[src/rtl/dbw_pkg.sv]
package dbw_pkg;
    typedef enum logic {
        PH_TRACK = 1'b0,
        PH_HOLD  = 1'b1
    } phase_e;

    localparam int unsigned THR_NARROW  = 8;
    localparam int unsigned THR_WIDE    = 16;
    localparam int unsigned REF_HIGH_MV = 500;
    localparam int unsigned REF_LOW_MV  = 300;
endpackage

[src/rtl/dbw_lpf_step.sv]
module dbw_lpf_step #(
    parameter int DW   = 12,
    parameter int FRAC = 6,
    parameter int K    = 2
) (
    input  logic signed [DW+FRAC-1:0] state_i,
    input  logic signed [DW-1:0]      x_i,
    input  logic                      bypass_i,
    output logic signed [DW+FRAC-1:0] state_o,
    output logic signed [DW-1:0]      val_o
);
    localparam int SW = DW + FRAC;

    logic signed [SW-1:0] x_fp;
    logic signed [SW:0]   diff;
    logic signed [SW:0]   step;
    logic signed [SW:0]   sum;
    logic                 unused_msb;

    always_comb begin
        x_fp    = {x_i, {FRAC{1'b0}}};
        diff    = {x_fp[SW-1], x_fp} - {state_i[SW-1], state_i};
        step    = diff >>> K;
        // result lies between old state and sample, so SW bits suffice
        sum     = {state_i[SW-1], state_i} + step;
        state_o = bypass_i ? x_fp : sum[SW-1:0];
        val_o   = state_o[SW-1:FRAC];
    end

    assign unused_msb = sum[SW];
endmodule

[src/rtl/dbw_pick.sv]
module dbw_pick #(
    parameter int DW = 12
) (
    input  logic signed [DW-1:0] fast_i,
    input  logic signed [DW-1:0] slow_i,
    input  logic                 thr_sel_i,
    output logic signed [DW-1:0] pick_o
);
    import dbw_pkg::*;

    logic signed [DW:0] gap;
    logic        [DW:0] mag;
    logic        [DW:0] thr;

    always_comb begin
        gap    = {fast_i[DW-1], fast_i} - {slow_i[DW-1], slow_i};
        mag    = gap[DW] ? -gap : gap;
        thr    = thr_sel_i ? (DW+1)'(THR_WIDE) : (DW+1)'(THR_NARROW);
        pick_o = (mag > thr) ? fast_i : slow_i;
    end
endmodule

[src/rtl/dbw_track_filter.sv]
module dbw_track_filter #(
    parameter int DW         = 12,
    parameter int FRAC       = 6,
    parameter int K_FAST     = 2,
    parameter int K_SLOW     = 5,
    parameter int INIT_W     = 8,
    parameter int INIT_SHIFT = 2,
    parameter int REF_W      = 9
) (
    input  logic                 clk,
    input  logic                 rst_n,
    input  logic                 sample_vld_i,
    input  logic signed [DW-1:0] sample_i,
    input  logic                 cmp_i,
    input  logic                 thr_sel_i,
    input  logic                 byp_fast_i,
    input  logic                 byp_slow_i,
    input  logic [INIT_W-1:0]    init_i,
    input  logic                 same_cyc_i,
    input  logic                 ref_sel_i,
    output logic signed [DW-1:0] y_o,
    output logic                 out_vld_o,
    output logic                 hold_o,
    output logic [REF_W-1:0]     cmp_ref_o
);
    import dbw_pkg::*;

    localparam int SW     = DW + FRAC;
    localparam int NF     = 2;
    localparam int PAD_W  = DW - INIT_W - INIT_SHIFT;

    typedef struct packed {
        logic signed [SW-1:0] st_fast;
        logic signed [SW-1:0] st_slow;
        logic signed [DW-1:0] y;
        logic                 vld;
        phase_e               ph;
    } reg_t;

    reg_t q, d;

    logic signed [DW-1:0] init_code;
    logic signed [SW-1:0] init_state;
    logic signed [SW-1:0] st_cur [NF];
    logic signed [SW-1:0] st_nxt [NF];
    logic signed [DW-1:0] val_nxt [NF];
    logic signed [DW-1:0] pick;
    logic                 accept;

    // values observed by the bound checker
    logic signed [DW-1:0] y_held;
    logic signed [DW-1:0] fast_now;
    logic signed [DW-1:0] slow_now;

    assign init_code  = {{PAD_W{1'b0}}, init_i, {INIT_SHIFT{1'b0}}};
    assign init_state = {init_code, {FRAC{1'b0}}};
    assign st_cur[0]  = q.st_fast;
    assign st_cur[1]  = q.st_slow;

    for (genvar i = 0; i < NF; i++) begin : g_lpf
        localparam int KI = (i == 0) ? K_FAST : K_SLOW;
        dbw_lpf_step #(.DW(DW), .FRAC(FRAC), .K(KI)) u_step (
            .state_i  (st_cur[i]),
            .x_i      (sample_i),
            .bypass_i ((i == 0) ? byp_fast_i : byp_slow_i),
            .state_o  (st_nxt[i]),
            .val_o    (val_nxt[i])
        );
    end

    dbw_pick #(.DW(DW)) u_pick (
        .fast_i    (val_nxt[0]),
        .slow_i    (val_nxt[1]),
        .thr_sel_i (thr_sel_i),
        .pick_o    (pick)
    );

    always_comb begin
        accept = rst_n && sample_vld_i && !cmp_i;
        d      = q;
        d.ph   = cmp_i ? PH_HOLD : PH_TRACK;
        d.vld  = accept;
        if (accept) begin
            d.st_fast = st_nxt[0];
            d.st_slow = st_nxt[1];
            d.y       = pick;
        end
        if (!rst_n) begin
            d.st_fast = init_state;
            d.st_slow = init_state;
            d.y       = init_code;
            d.vld     = 1'b0;
            d.ph      = PH_TRACK;
        end
    end

    always_ff @(posedge clk) begin
        q <= d;
    end

    assign y_o       = (same_cyc_i && accept) ? pick : q.y;
    assign out_vld_o = same_cyc_i ? accept : q.vld;
    assign hold_o    = (q.ph == PH_HOLD);
    assign cmp_ref_o = ref_sel_i ? REF_W'(REF_LOW_MV) : REF_W'(REF_HIGH_MV);

    assign y_held   = q.y;
    assign fast_now = q.st_fast[SW-1:FRAC];
    assign slow_now = q.st_slow[SW-1:FRAC];
endmodule

[config.mk]
export PLATFORM = sky130hd
export DESIGN_NAME = dbw_track_filter
export DESIGN_NICKNAME = d
export VERILOG_FILES = /design/src/rtl/dbw_pkg.sv /design/src/rtl/dbw_lpf_step.sv /design/src/rtl/dbw_pick.sv /design/src/rtl/dbw_track_filter.sv
export SDC_FILE = /design/constraint.sdc
export NUM_CORES = 1
export LEC_CHECK = 0
export ABC_CLOCK_PERIOD_IN_PS = 24000
export CORE_MARGIN = 2
export CORE_UTILIZATION = 30
export CTS_CLUSTER_SIZE = 12
export DETAILED_ROUTE_END_ITERATION = 10
export PLACE_DENSITY_LB_ADDON = 0.05
export SLEW_MARGIN = 0
export SYNTH_ARGS = -nofsm -noshare
export SYNTH_HDL_FRONTEND = slang
export SYNTH_SLANG_ARGS = --single-unit
export TNS_END_PERCENT = 1
[constraint.sdc]
create_clock -name clk -period 24 [get_ports clk]
set_input_delay 2.4 -clock clk [delete_from_list [all_inputs] [get_ports clk]]
set_output_delay 2.4 -clock clk [all_outputs]
set_load 0.02 [all_outputs]
==> flow_summary.ini <==
[worst_setup_path]
worstPathMaxFanout = 19
slowest_stage = o41ai_1
endpoint_kind = primary output
cpMostUsedCell = a21oi_1
crit_arrival_ns = 11.91
crit_path_start_kind = primary input
critPathKind = primary input to primary output
cpPeakStageDelay_ns = 1.12
cp.required_ns = 21.60

[synth]
ys_seq_area_share_pct = 17.8
ys_types = 111
synth-xor-area-share_pct = 7.52
synthMuxAreaShare_pct = 2.10
synth_top_area_share_pct = 12.4
yosysWarnings = 0
synth-seq-cells = 50
syn_inst = 856
synth_top_family_by_area = compound AO/OA/AOI/OAI gates
synthTopCellsByArea = ha_1 12%, edfxtp_1 10%, dfxtp_1 7.5%, xnor2_1 4.9%, nor2_1 3.9%
synth-edff-count = 24
synth_area_per_cell_um2 = 8.14
synth-main-ff-cell = dfxtp_1
synth_compound_area_share_pct = 30.0
async_flop_share_pct = 0
yosysTopAreaCell = ha_1
synthAdderAreaFrac_pct = 13.9
synthSimpleGateAreaFrac_pct = 22.1
syn_area_um2 = 6970

[status]
outcome = finished clean

[clocking]
clk_pin_slew_ns = 0.08
ctsLongestPathBuffers = 2
cts_max_level = 2
clkLatencyLatePin_ns = 0.31
cts_hold_repair.buffers = 0
cts_tree = built
root_buffer = clkbuf_16
cts_buffers = 5
cts_setup_buffers = 0
clock-sinks = 50
post_cts_resize_count = 0

[sta]
post-route-period-util_pct = 59.6
rsz0062_at_grt = false
tns_ns = 0
slew_violations = 0
clock_skew_ns = 0.0175
relSlewSlack_pct = 13.3
period_minus_slack_ns = 14.31
hold_viol = 0
fmax_mhz = 69.9
worstMarginPinSlew_ns = 1.28
finalSetupViolCount = 0

[global_routing]
antenna_found_initial = 1
grtUsageTotal_pct = 18.3
grt_pass1_wl_mm = 35.3
use_met2_pct = 30.0
first_global_vias = 6523
grt-busiest-layer = met2
grt-ovfl-total = 0
grtUsageMet1_pct = 25.5
use_met3_pct = 1.91
grt_max_degree = 48

[drt]
viasPerCell = 5.60
drt_first_pass_iters = 5
ant_nets = 0
vias = 6531
routed_wl_mm = 22.0
drc = 0
drt_iter0_markers = 306
wl_per_cell_um = 18.9

[floorplan]
die_h_um = 156
initial_core_util_pct = 30.7
ioPinCount = 52
dieArea_um2 = 24500
core_area_um2 = 22700
rows = 55
die-width_um = 156

[finish]
fill_cells = 2389
drive_gt1_share_pct = 8.63
num_antenna_cells = 0
seq_area_um2 = 1240
stdcell_count = 1166
fin_area_um2 = 7760
multi_input_area_um2 = 5280
area_growth_pct = 11.4
nets = 981

[placement]
placed_cell_area_um2 = 7600
port-buffer-count = 46
dpl.cell_count = 1158
routabilityCongestion = 0.828
place_hpwl_mm = 17.6

[hold_path]
hp-class = flop to flop

[flow_run]
cap_violations = 0

[power]
ir_drop_uv = 59.1
p_leak_nw = 3.15
powerDensity_nw_per_um2 = 97.4
[worst max-delay path: cells and delay by family]
family | cells | cell delay [ns]
and+or+nand+nor | 9 | 1.32
AOI/OAI and AO/OA | 16 | 5.07
buffers and inverters | 2 | 1.17
adders and majority gates | 4 | 1.55
xor gates and xnor gates | 3 | 0.37
[worst paths after layout]
path | startpoint | end | slack (ns) | cells past startpoint
max | sample_i[0] | y_o[11] | 9.69 | 34
max reg2reg | q[20] | y_held[5] | 15.10 | 33
min | y_held[0] | y_held[0] | 0.47 | 1
min reg2reg | y_held[0] | y_held[0] | 0.47 | 1
[layout make-up]
| type | count | share of cell area (%) |
|---|---|---|
| multi-input combinational | 716 | 68.0 |
| tap | 285 | 4.59 |
| clock buffer | 6 | 1.93 |
| clock inverter | 2 | 0.177 |
| timing repair buffer | 54 | 6.70 |
| sequential | 50 | 16.0 |
| inverter | 53 | 2.56 |
[cells in the final DEF, fill, tap and decap left out, types with 16 or more instances in the layout]
cell type / instances
dfxtp_1: 26
nand2_1: 60
nor2_1: 73
a21o_1: 19
clkdlybuf4s50_1: 46
nand4_1: 22
ha_1: 69
edfxtp_1: 24
xnor2_1: 39
nand2b_1: 22
xor2_1: 19
a21oi_1: 54
o21ai_0: 41
inv_1: 51
nor3_1: 19
nand3_1: 16
[logic make-up (layout without fill, tap and decap cells)]
group | count (synthesis) | in the layout
flip-flops | 50 | 50
AND/OR/NAND/NOR | 291 | 291
XOR/XNOR | 59 | 59
adder cells (fa/ha/maj) | 76 | 76
buffers and inverters | 93 | 115
other | 2 | 5
multiplexers | 14 | 14
AO/OA/AOI/OAI | 271 | 271
[Yosys cell counts (11+ instances only)]
master     n
a21o_1    19
a21oi_1   54
and2_1    13
buf_4     15
dfxtp_1   26
edfxtp_1  24
ha_1      69
inv_1     51
mux2i_1   11
nand2_1   60
nand2b_1  22
nand3_1   16
nand4_1   22
nor2_1    73
nor2b_1   14
nor3_1    19
o211ai_1  13
o21a_1    12
o21ai_0   41
o22ai_1   11
xnor2_1   39
xor2_1    19
[per-stage QoR]
| step | utilization, % | setup WS, ns | power [mW] | hold slack [ns] |
|---|---|---|---|---|
| after floorplan | - | 12.16 | 0.551 | 0.434 |
| after global placement | 33.5 | 9.94 | 0.662 | 0.445 |
| after detailed placement | 33.5 | 9.76 | 0.670 | 0.450 |
| after CTS | 34.2 | 9.69 | 0.760 | 0.473 |
| after global routing | 34.2 | 8.69 | 0.822 | 0.503 |
| final | 34.2 | 9.69 | 0.756 | 0.468 |
[state kept, by name, summed over array words and instances, names as in the netlist]
signal / cells
fast_now: 12
q: 25
y_held: 12
hold_o: 1
[metal layers]
metal / part of all wire [%] / wire length [um] / vias to the layer above
li1: - / - / 3236
met1: 50 / 11000 / 3140
met2: 45 / 9900 / 122
met3: 3.1 / 692 / 31
met4: 2.1 / 454 / 2
met5: 0.059 / 13 / -
[where the power goes]
part	internal, mW	switching (mW)	total (mW)
clock	0.0454	0.0385	0.0840
sequential	0.0981	0.00516	0.103
combinational	0.212	0.357	0.569
total	0.355	0.401	0.756
(Power assumes the default switching activity.)
